## src/rtl/irq_agg_pkg.sv

```systemverilog
package irq_agg_pkg;
    localparam int SUB_N  = 9;
    localparam int DW     = 8;
    localparam int MAIN_W = 8;

    localparam logic [7:0] ADDR_MAIN  = 8'h00;
    localparam logic [7:0] ADDR_MMASK = 8'h01;
    localparam logic [7:0] STAT_BASE  = 8'h10;
    localparam logic [7:0] MASK_BASE  = 8'h20;

    function automatic int src_width(input int j);
        case (j)
            0: return 7;
            1: return 8;
            2: return 7;
            3: return 3;
            4: return 8;
            5: return 8;
            6: return 2;
            7: return 4;
            default: return 5;
        endcase
    endfunction

    function automatic logic [DW-1:0] used_bits(input int j);
        return DW'((1 << src_width(j)) - 1);
    endfunction

    // summary bit index for each group; bit 4 is shared by groups 4 and 5
    function automatic int group_of(input int j);
        if (j < 4)      return j;
        else if (j < 6) return 4;
        else            return j - 1;
    endfunction
endpackage

```

## src/rtl/irq_agg_sub_bank.sv

```systemverilog
module irq_agg_sub_bank #(
    parameter int DW = 8,
    parameter logic [DW-1:0] USED = '1
) (
    input  logic          clk,
    input  logic          rst_n,
    input  logic [DW-1:0] evt_i,
    input  logic          clr_we,
    input  logic          mask_we,
    input  logic [DW-1:0] wdata,
    output logic [DW-1:0] stat_o,
    output logic [DW-1:0] mask_o,
    output logic          pend_o
);
    logic [DW-1:0] stat_q, mask_q, evt_used, clr_bits;

    assign evt_used = evt_i & USED;
    assign clr_bits = clr_we ? wdata : '0;

    always_ff @(posedge clk or negedge rst_n) begin
        if (!rst_n) begin
            stat_q <= '0;
            mask_q <= USED;
        end else begin
            stat_q <= (stat_q & ~clr_bits) | evt_used;
            if (mask_we)
                mask_q <= wdata & USED;
        end
    end

    assign stat_o = stat_q;
    assign mask_o = mask_q;
    assign pend_o = |(stat_q & ~mask_q);

    assert_evt_sets_R2: assert property (@(posedge clk) disable iff (!rst_n)
        (evt_used != '0) |=> ((stat_q & $past(evt_used)) == $past(evt_used)));

    assert_clear_R4: assert property (@(posedge clk) disable iff (!rst_n)
        (clr_we && ((evt_used & wdata) == '0)) |=> ((stat_q & $past(wdata)) == '0));

    assert_unused_zero_R3: assert property (@(posedge clk) disable iff (!rst_n)
        ((stat_q & ~USED) == '0) && ((mask_q & ~USED) == '0));

    assert_hold_R2: assert property (@(posedge clk) disable iff (!rst_n)
        (!clr_we && evt_used == '0) |=> $stable(stat_q));
endmodule

```

## src/rtl/irq_agg_summary.sv

```systemverilog
module irq_agg_summary
    import irq_agg_pkg::*;
#(
    parameter int NSUB  = SUB_N,
    parameter int MW    = MAIN_W
) (
    input  logic            clk,
    input  logic            rst_n,
    input  logic [NSUB-1:0] pend_i,
    input  logic            mm_we,
    input  logic [MW-1:0]   wdata,
    output logic [MW-1:0]   main_stat_o,
    output logic [MW-1:0]   main_mask_o,
    output logic            irq_o
);
    logic [MW-1:0] mmask_q, summ;

    always_comb begin
        summ = '0;
        for (int j = 0; j < NSUB; j++)
            summ[group_of(j)] = summ[group_of(j)] | pend_i[j];
    end

    always_ff @(posedge clk or negedge rst_n) begin
        if (!rst_n)
            mmask_q <= '1;
        else if (mm_we)
            mmask_q <= wdata;
    end

    assign main_stat_o = summ;
    assign main_mask_o = mmask_q;
    assign irq_o       = |(summ & ~mmask_q);

    assert_mmask_hold_R8: assert property (@(posedge clk) disable iff (!rst_n)
        !mm_we |=> $stable(mmask_q));

    assert_irq_blocked_R7: assert property (@(posedge clk) disable iff (!rst_n)
        (mmask_q == '1) |-> !irq_o);

    assert_irq_needs_pend_R7: assert property (@(posedge clk) disable iff (!rst_n)
        (pend_i == '0) |-> !irq_o);
endmodule

```

## src/rtl/irq_agg_top.sv

```systemverilog
module irq_agg_top
    import irq_agg_pkg::*;
(
    input  logic                clk,
    input  logic                rst_n,
    input  logic [SUB_N*DW-1:0] evt_i,
    input  logic [7:0]          reg_addr,
    input  logic                reg_wr,
    input  logic [7:0]          reg_wdata,
    input  logic                reg_rd,
    output logic [7:0]          reg_rdata,
    output logic                irq_o
);
    logic [SUB_N-1:0]  pend;
    logic [DW-1:0]     stat_v [SUB_N];
    logic [DW-1:0]     mask_v [SUB_N];
    logic [MAIN_W-1:0] main_stat, main_mask;

    for (genvar j = 0; j < SUB_N; j++) begin : g_sub
        logic hit_stat, hit_mask;
        assign hit_stat = reg_wr && (reg_addr == 8'(STAT_BASE + j));
        assign hit_mask = reg_wr && (reg_addr == 8'(MASK_BASE + j));

        irq_agg_sub_bank #(.DW(DW), .USED(used_bits(j))) u_bank (
            .clk     (clk),
            .rst_n   (rst_n),
            .evt_i   (evt_i[j*DW +: DW]),
            .clr_we  (hit_stat),
            .mask_we (hit_mask),
            .wdata   (reg_wdata),
            .stat_o  (stat_v[j]),
            .mask_o  (mask_v[j]),
            .pend_o  (pend[j])
        );
    end

    irq_agg_summary u_summary (
        .clk         (clk),
        .rst_n       (rst_n),
        .pend_i      (pend),
        .mm_we       (reg_wr && reg_addr == ADDR_MMASK),
        .wdata       (reg_wdata),
        .main_stat_o (main_stat),
        .main_mask_o (main_mask),
        .irq_o       (irq_o)
    );

    always_comb begin
        reg_rdata = '0;
        if (reg_rd) begin
            if (reg_addr == ADDR_MAIN)  reg_rdata = main_stat;
            if (reg_addr == ADDR_MMASK) reg_rdata = main_mask;
            for (int j = 0; j < SUB_N; j++) begin
                if (reg_addr == 8'(STAT_BASE + j)) reg_rdata = stat_v[j];
                if (reg_addr == 8'(MASK_BASE + j)) reg_rdata = mask_v[j];
            end
        end
    end

    assert_rdata_idle_R9: assert property (@(posedge clk) disable iff (!rst_n)
        !reg_rd |-> (reg_rdata == '0));
endmodule

```

## config.mk

```make
export PLATFORM = sky130hd
export DESIGN_NAME = irq_agg_top
export DESIGN_NICKNAME = d
export VERILOG_FILES = /design/src/rtl/irq_agg_pkg.sv /design/src/rtl/irq_agg_sub_bank.sv /design/src/rtl/irq_agg_summary.sv /design/src/rtl/irq_agg_top.sv
export SDC_FILE = /design/constraint.sdc
export NUM_CORES = 1
export LEC_CHECK = 0
export ABC_AREA = 1
export BUFFER_PORTS_ARGS = -buffer_cell sky130_fd_sc_hd__buf_2
export CAP_MARGIN = 20
export CORE_AREA = 2 2 109 121
export DETAILED_ROUTE_END_ITERATION = 8
export DIE_AREA = 0 0 111 123
export PLACE_DENSITY = 0.76
export SLEW_MARGIN = 20
export SYNTH_ARGS = -nofsm -noshare
export SYNTH_HDL_FRONTEND = slang
export SYNTH_SLANG_ARGS = --single-unit
```

## constraint.sdc

```tcl
create_clock -name clk -period 2.35 [get_ports clk]
set_input_delay 0.235 -clock clk [delete_from_list [all_inputs] [get_ports clk]]
set_output_delay 0.235 -clock clk [all_outputs]
set_load 0.03 [all_outputs]
```

# After elaboration in Yosys (flattened, before gate mapping)
# Cells that the tools add are included.
[word_totals]
input_bits = 92
romBits = 0
ram_bits = 0
regBits = 132
latch_bits = 0
out_inout_bits = 9
wordCells = 146
memories = 0
[classes]
n_bitwise = 48
n_mux = 30
n_reduce_logical = 30
n_shift = 0
div = 0
n_mul = 0
n_eq_ne = 19
n_lt_le_gt_ge = 0
addsub = 0
[ops]
columns = ["op", "n"]
rows = [
  ["8-bit two-way mux", 30],
  ["8-bit AND", 19],
  ["8-bit NOT", 13],
  ["8-bit OR reduction", 10],
  ["8-bit by 5-bit == test with 1-bit output, second input constant", 9],
  ["8-bit by 6-bit == test with 1-bit output, second input constant", 9],
  ["8-bit bitwise OR", 3],
  ["1-bit logical AND", 19],
  ["7-bit NOT with 8-bit output", 2],
  ["8-bit by 7-bit bitwise OR with 8-bit output", 2],
  ["8-bit by 1-bit == test with 1-bit output, second input constant", 1],
  ["8-bit zero test", 1],
  ["2-bit NOT with 8-bit output", 1],
  ["3-bit NOT with 8-bit output", 1],
  ["4-bit NOT with 8-bit output", 1],
  ["5-bit NOT with 8-bit output", 1],
  ["8-bit by 2-bit bitwise OR with 8-bit output", 1],
  ["8-bit by 3-bit bitwise OR with 8-bit output", 1],
  ["8-bit by 4-bit bitwise OR with 8-bit output", 1],
  ["8-bit by 5-bit bitwise OR with 8-bit output", 1],
  ["1-bit bitwise OR", 1],
]

# Longest topological paths before layout
[logic_depth]
word_depth = 25
mapped_depth = 20
depth_no_buf = 20

# By module
# A second synthesis with hierarchy kept.
[hier_totals]
hier_cells = 1026
hier_area_um2 = 7485.9
[modules_own_cells]
columns = ["mod", "area_each_um2", "cells_each", "instances"]
rows = [
  ["irq_agg_sub_bank (g_sub[1].u_bank ...)", 673.1, 73, 3],
  ["irq_agg_top", 1774.2, 404, 1],
  ["irq_agg_sub_bank (g_sub[0].u_bank ...)", 641.9, 70, 2],
  ["irq_agg_sub_bank (g_sub[8].u_bank)", 554.3, 60, 1],
  ["irq_agg_sub_bank (g_sub[7].u_bank)", 509.2, 53, 1],
  ["irq_agg_sub_bank (g_sub[3].u_bank)", 467.9, 49, 1],
  ["irq_agg_summary", 439.2, 55, 1],
  ["irq_agg_sub_bank (g_sub[6].u_bank)", 437.9, 46, 1],
]

# Least setup slack after synthesis
# OpenSTA, ideal clock, no wires.
[synth_path]
path_type = "flip-flop to output port"
from = "register g_sub[6].u_bank.mask_q[0]"
to = "output reg_rdata[5]"
t_required_ns = 2.115
n_path_buf = 0
path_stages_with_launch = 18
arrival_time_ns = 1.686
slack_ns = 0.429
path_cell_list = "dfstp_2 > inv_1 > nand2_1 > nand3_1 > nor3_1 > inv_1 > nand2_1 > nand3_1 > a21oi_1 > o2111ai_1 > nand2_1 > nand2_1 > nand2_1 > nand3_1 > nand2_1 > nand3_1 > nand2_1 > inv_1"
[synth_via]
elab_chain_cells = 24
[synth_lines]
columns = ["element", "line", "source"]
rows = [
  ["start, declared", "irq_agg_sub_bank.sv:15", "logic [DW-1:0] stat_q, mask_q, evt_used, clr_bits;"],
  ["start signal, assigned", "irq_agg_sub_bank.sv:27", "mask_q <= wdata & USED;"],
  ["2-bit NOT with 8-bit output", "irq_agg_sub_bank.sv:33", "assign pend_o = |(stat_q & ~mask_q);"],
  ["8-bit AND", "irq_agg_sub_bank.sv:33", ""],
  ["8-bit OR reduction", "irq_agg_sub_bank.sv:33", ""],
  ["8-bit two-way mux", "irq_agg_top.sv:51", "if (reg_addr == ADDR_MAIN) reg_rdata = main_stat;"],
  ["8-bit two-way mux", "irq_agg_top.sv:52", "if (reg_addr == ADDR_MMASK) reg_rdata = main_mask;"],
  ["8-bit two-way mux", "irq_agg_top.sv:54", "if (reg_addr == 8'(STAT_BASE + j)) reg_rdata = stat_v[j];"],
  ["8-bit two-way mux", "irq_agg_top.sv:55", "if (reg_addr == 8'(MASK_BASE + j)) reg_rdata = mask_v[j];"],
  ["8-bit two-way mux", "irq_agg_top.sv:54", ""],
  ["[8 not listed]", "-", ""],
  ["8-bit two-way mux", "irq_agg_top.sv:55", ""],
  ["8-bit two-way mux", "irq_agg_top.sv:54", ""],
  ["8-bit two-way mux", "irq_agg_top.sv:55", ""],
  ["8-bit two-way mux", "irq_agg_top.sv:54", ""],
  ["8-bit two-way mux", "irq_agg_top.sv:55", ""],
  ["8-bit two-way mux", "irq_agg_top.sv:54", ""],
  ["8-bit two-way mux", "irq_agg_top.sv:55", ""],
  ["8-bit two-way mux", "irq_agg_top.sv:50", "if (reg_rd) begin"],
  ["end, declared", "irq_agg_top.sv:11", "output logic [7:0] reg_rdata,"],
]
# Every way passes these cells.

# Final worst setup path
# Same ends and word-level chain as after synthesis.

==> key figures <==
Drt
  – Remaining antenna violation count: 0
  – DRC violations left: 0
  – Drt wl/cell: 16.5 um
  – Metal3 WL: 1890 um
  – Initial DRC count: 674
  – Drt pass-1 iters: 5
  – Top Layer Used: met4
  – Met1 WL: 9490 um
  – Vias: 7180
  – DR WL met2: 10600 um
  – Final wirelength: 22500 um
  – Via density: 5.26

Timing
  – FMAX: 0.338 GHz
  – Setup ws final: -605 ps
  – Setup TNS Final: -4180 ps
  – WHS: -3.68 ps
  – Least-Margin Pin Slew: 859 ps
  – Relative slew slack: 0.427
  – Tmin final: 2950 ps
  – Final setup viols: 9
  – Clock skew: 0 ps
  – Period utilization: 1.26
  – Max Slew Vio Count: 0
  – Final hold violation count: 1
  – RSZ-0062 raised after global routing: true

Synthesis
  – Post-Synth Simple-Gate Area: 0.274
  – Adder-cell share of the synthesized area: 0
  – Synth Flop Type: dfrtp_1
  – Synth Warn #: 0
  – Syn_nets: 1059
  – Post-Synthesis Cell Area: 7060 um^2
  – Post-synthesis compound-gate area fraction: 0.138
  – Post-synthesis xor/xnor area fraction: 0
  – Post-synth EDFFs: 0
  – Post-synthesis mux area share: 0
  – Mapped Cells: 967
  – Seq/Total Area, Yosys: 0.479
  – Synth Register Bits: 132
  – Largest family of logic cells by synthesized area: simple AND/OR/NAND/NOR gates
  – Avg Inst Size Synth: 7.30 um^2
  – Async S/R FF share, synth: 1.00
  – Yosys cell types: 36

Hold path
  – HP Class: in -> reg

Clock tree
  – Clk_lat worst skew: 430 ps
  – Clock root buffer: clkbuf_16
  – H-tree depth: 4
  – TritonCTS buffer count: 17
  – TritonCTS clock tree: done
  – Clock transition at path regs: 60 ps
  – CTS sink cnt: 132
  – Max clock buf depth: 2

Power and ir drop
  – Total chip power: 5550 uW
  – P_sw: 1320 uW
  – Clock power share: 0.473
  – Switching Share: 0.238
  – Combinational share of power: 0.092
  – Int Pwr: 4220 uW
  – Worst vdd ir: 517 uV
  – Power Dens Cells: 571 nW/um^2
  – Leak: 0.00472 uW
  – Reg power frac: 0.436

Worst setup path
  – Reg2reg start: g_sub[7].u_bank.stat_o[0]
  – CP max FO: 2
  – CP Capture Type: output pin
  – R2R Path End: g_sub[7].u_bank.stat_o[0]
  – Arrival time at the worst endpoint: 2720 ps
  – Crit path max-delay cell type: dfstp_2
  – Critical path origin: g_sub[6].u_bank.mask_o[0]
  – Startpoint Class: flop
  – Worst r2r path cells: 4
  – Flop2flop setup slack: 1430 ps
  – Max incr delay on CP: 540 ps
  – Worst Setup EP: reg_rdata[5]
  – CP Class: reg -> out
  – CP required: 2120 ps
  – CP Cell Sequence: inv_2, nand2_2, nand3_2, nor3_4, buf_6, inv_2, nand2_2, nand3_2, a21oi_2, o2111ai_2, nand2_1, nand2_1, nand2_2, nand3_2, nand2_1, nand3_2, nand2_2, inv_2, buf_6

Placed design
  – Placer Congestion: 0.943
  – Port Buffers: 80
  – Placed cells: 1278
  – Detailed Place HPWL: 14800 um

Run status
  – Failing checks: negative hold slack, negative setup slack
  – Outcome: finished with violations

GRT
  – Largest net degree at the start of global routing: 51
  – Vias in the first global route: 6938
  – First-pass GRT wire length: 34800 um
  – GRT overflow: 0
  – Total GRT Usage: 0.330
  – Initial antenna violation count: 0

Layout
  – # diodes: 0
  – Fillers: 873
  – Syn-to-layout area delta: 37.8%
  – Most frequent cells in the layout: nand2_1, inv_1, o21ai_0
  – Most common cell after layout, fill and taps aside: nand2_1
  – Final non-filler cell total: 1366
  – Share of cells above drive strength 1: 0.330
  – Layout Nets: 1288

Floorplanning
  – Die H: 123 um
  – Core area: 12400 um^2
  – Rows: 43
  – Initial Util: 0.568
  – Die area: 13700 um^2
  – # IOs: 101
  – Die Wd: 111 um

Flow run
  – Max-Cap Viols: 0
stage by stage:
step,setup slack (ps),cell area [um^2],utilization
global placement,-295,8300,0.668
finish,-605,9720,0.782
detailed placement,-298,8300,0.668
floorplan,429,7060,-
CTS,-505,9490,0.764
global route,-695,9720,0.782
cells by family after synthesis:
| family | after synthesis |
|---|---|
| buffers and inverters | 202 |
| flip-flops | 132 |
| AO/OA/AOI/OAI | 181 |
| AND/OR/NAND/NOR | 452 |
cell type report:
class                   instances  area, um^2  share of cell area
multi-input cells             633        3180               0.327
clock buffers                  23         478              0.0492
repair buffers                225        1680               0.173
well taps                     157         196              0.0202
flip-flops and latches        132        3380               0.348
inverters                     187         702              0.0722
clock inverters                 9         103              0.0106
worst max-delay path: cells and delay by family, from the launching register on:
kind | cells | cell delay, ps
AND/OR/NAND/NOR | 12 | 1140
flip-flops | 1 | 540
buffers and inverters | 5 | 380
AO/OA/AOI/OAI | 2 | 230
power groups by stage:
stage | logic [uW] | registers [uW] | clock network (uW)
2_1_floorplan | 171 | 2440 | 0
3_3_place_gp | 407 | 2440 | 0
3_5_place_dp | 415 | 2450 | 0
4_1_cts | 482 | 2410 | 2620
5_1_grt | 556 | 2420 | 2730
6_report | 508 | 2420 | 2620
state kept, by name, summed over array words and instances, names as in the netlist:
name / count
g_sub.u_bank.mask_o: 52
u_summary.main_mask_o: 8
g_sub.u_bank.stat_o: 72
synthesized netlist by cell type (all sizes together), types with 2 or more instances:
cell,count,area share
a21boi,4,0.0043
nor3,8,0.0071
o21ai,125,0.089
nand3b,2,0.0021
o21bai,11,0.012
a221oi,2,0.0025
inv,186,0.099
nand4,16,0.014
nand2,324,0.17
dfstp,60,0.22
nor2,69,0.049
dfrtp,72,0.26
o22ai,3,0.0027
a21oi,31,0.022
nand3,22,0.018
clkbuf,14,0.0074
o2111ai,2,0.0025
or2,10,0.0089
repair_timing:
action / 4_1_cts / 5_1_grt
buffers inserted: 7 / 11
resized for setup: 60 / 55
hold buffers: 38 / 0
pin swaps: 30 / 55
hold endpoints to repair: 52 / 0
setup endpoints to repair: 9 / 9
per-layer routing:
layer | track usage | up-vias
met5 | 0 | -
met1 | 0.441 | 3360
li1 | - | 3462
met3 | 0.0730 | 47
met4 | 0.128 | 0
met2 | 0.531 | 311
worst min-delay path by stage:
stage                     startpoint                         to  slack (ps)  cells past startpoint
after floorplan                rst_n  g_sub[0].u_bank.stat_o[0]         -60                      0
after global placement         rst_n  g_sub[8].u_bank.stat_o[7]         240                      1
after detailed placement       rst_n  g_sub[8].u_bank.stat_o[5]         240                      1
after CTS                  evt_i[20]  g_sub[2].u_bank.stat_o[4]         0.6                      2
after global routing       evt_i[20]  g_sub[2].u_bank.stat_o[4]           4                      2
final                      evt_i[20]  g_sub[2].u_bank.stat_o[4]          -4                      2
Power figures use the tool's default switching activity.
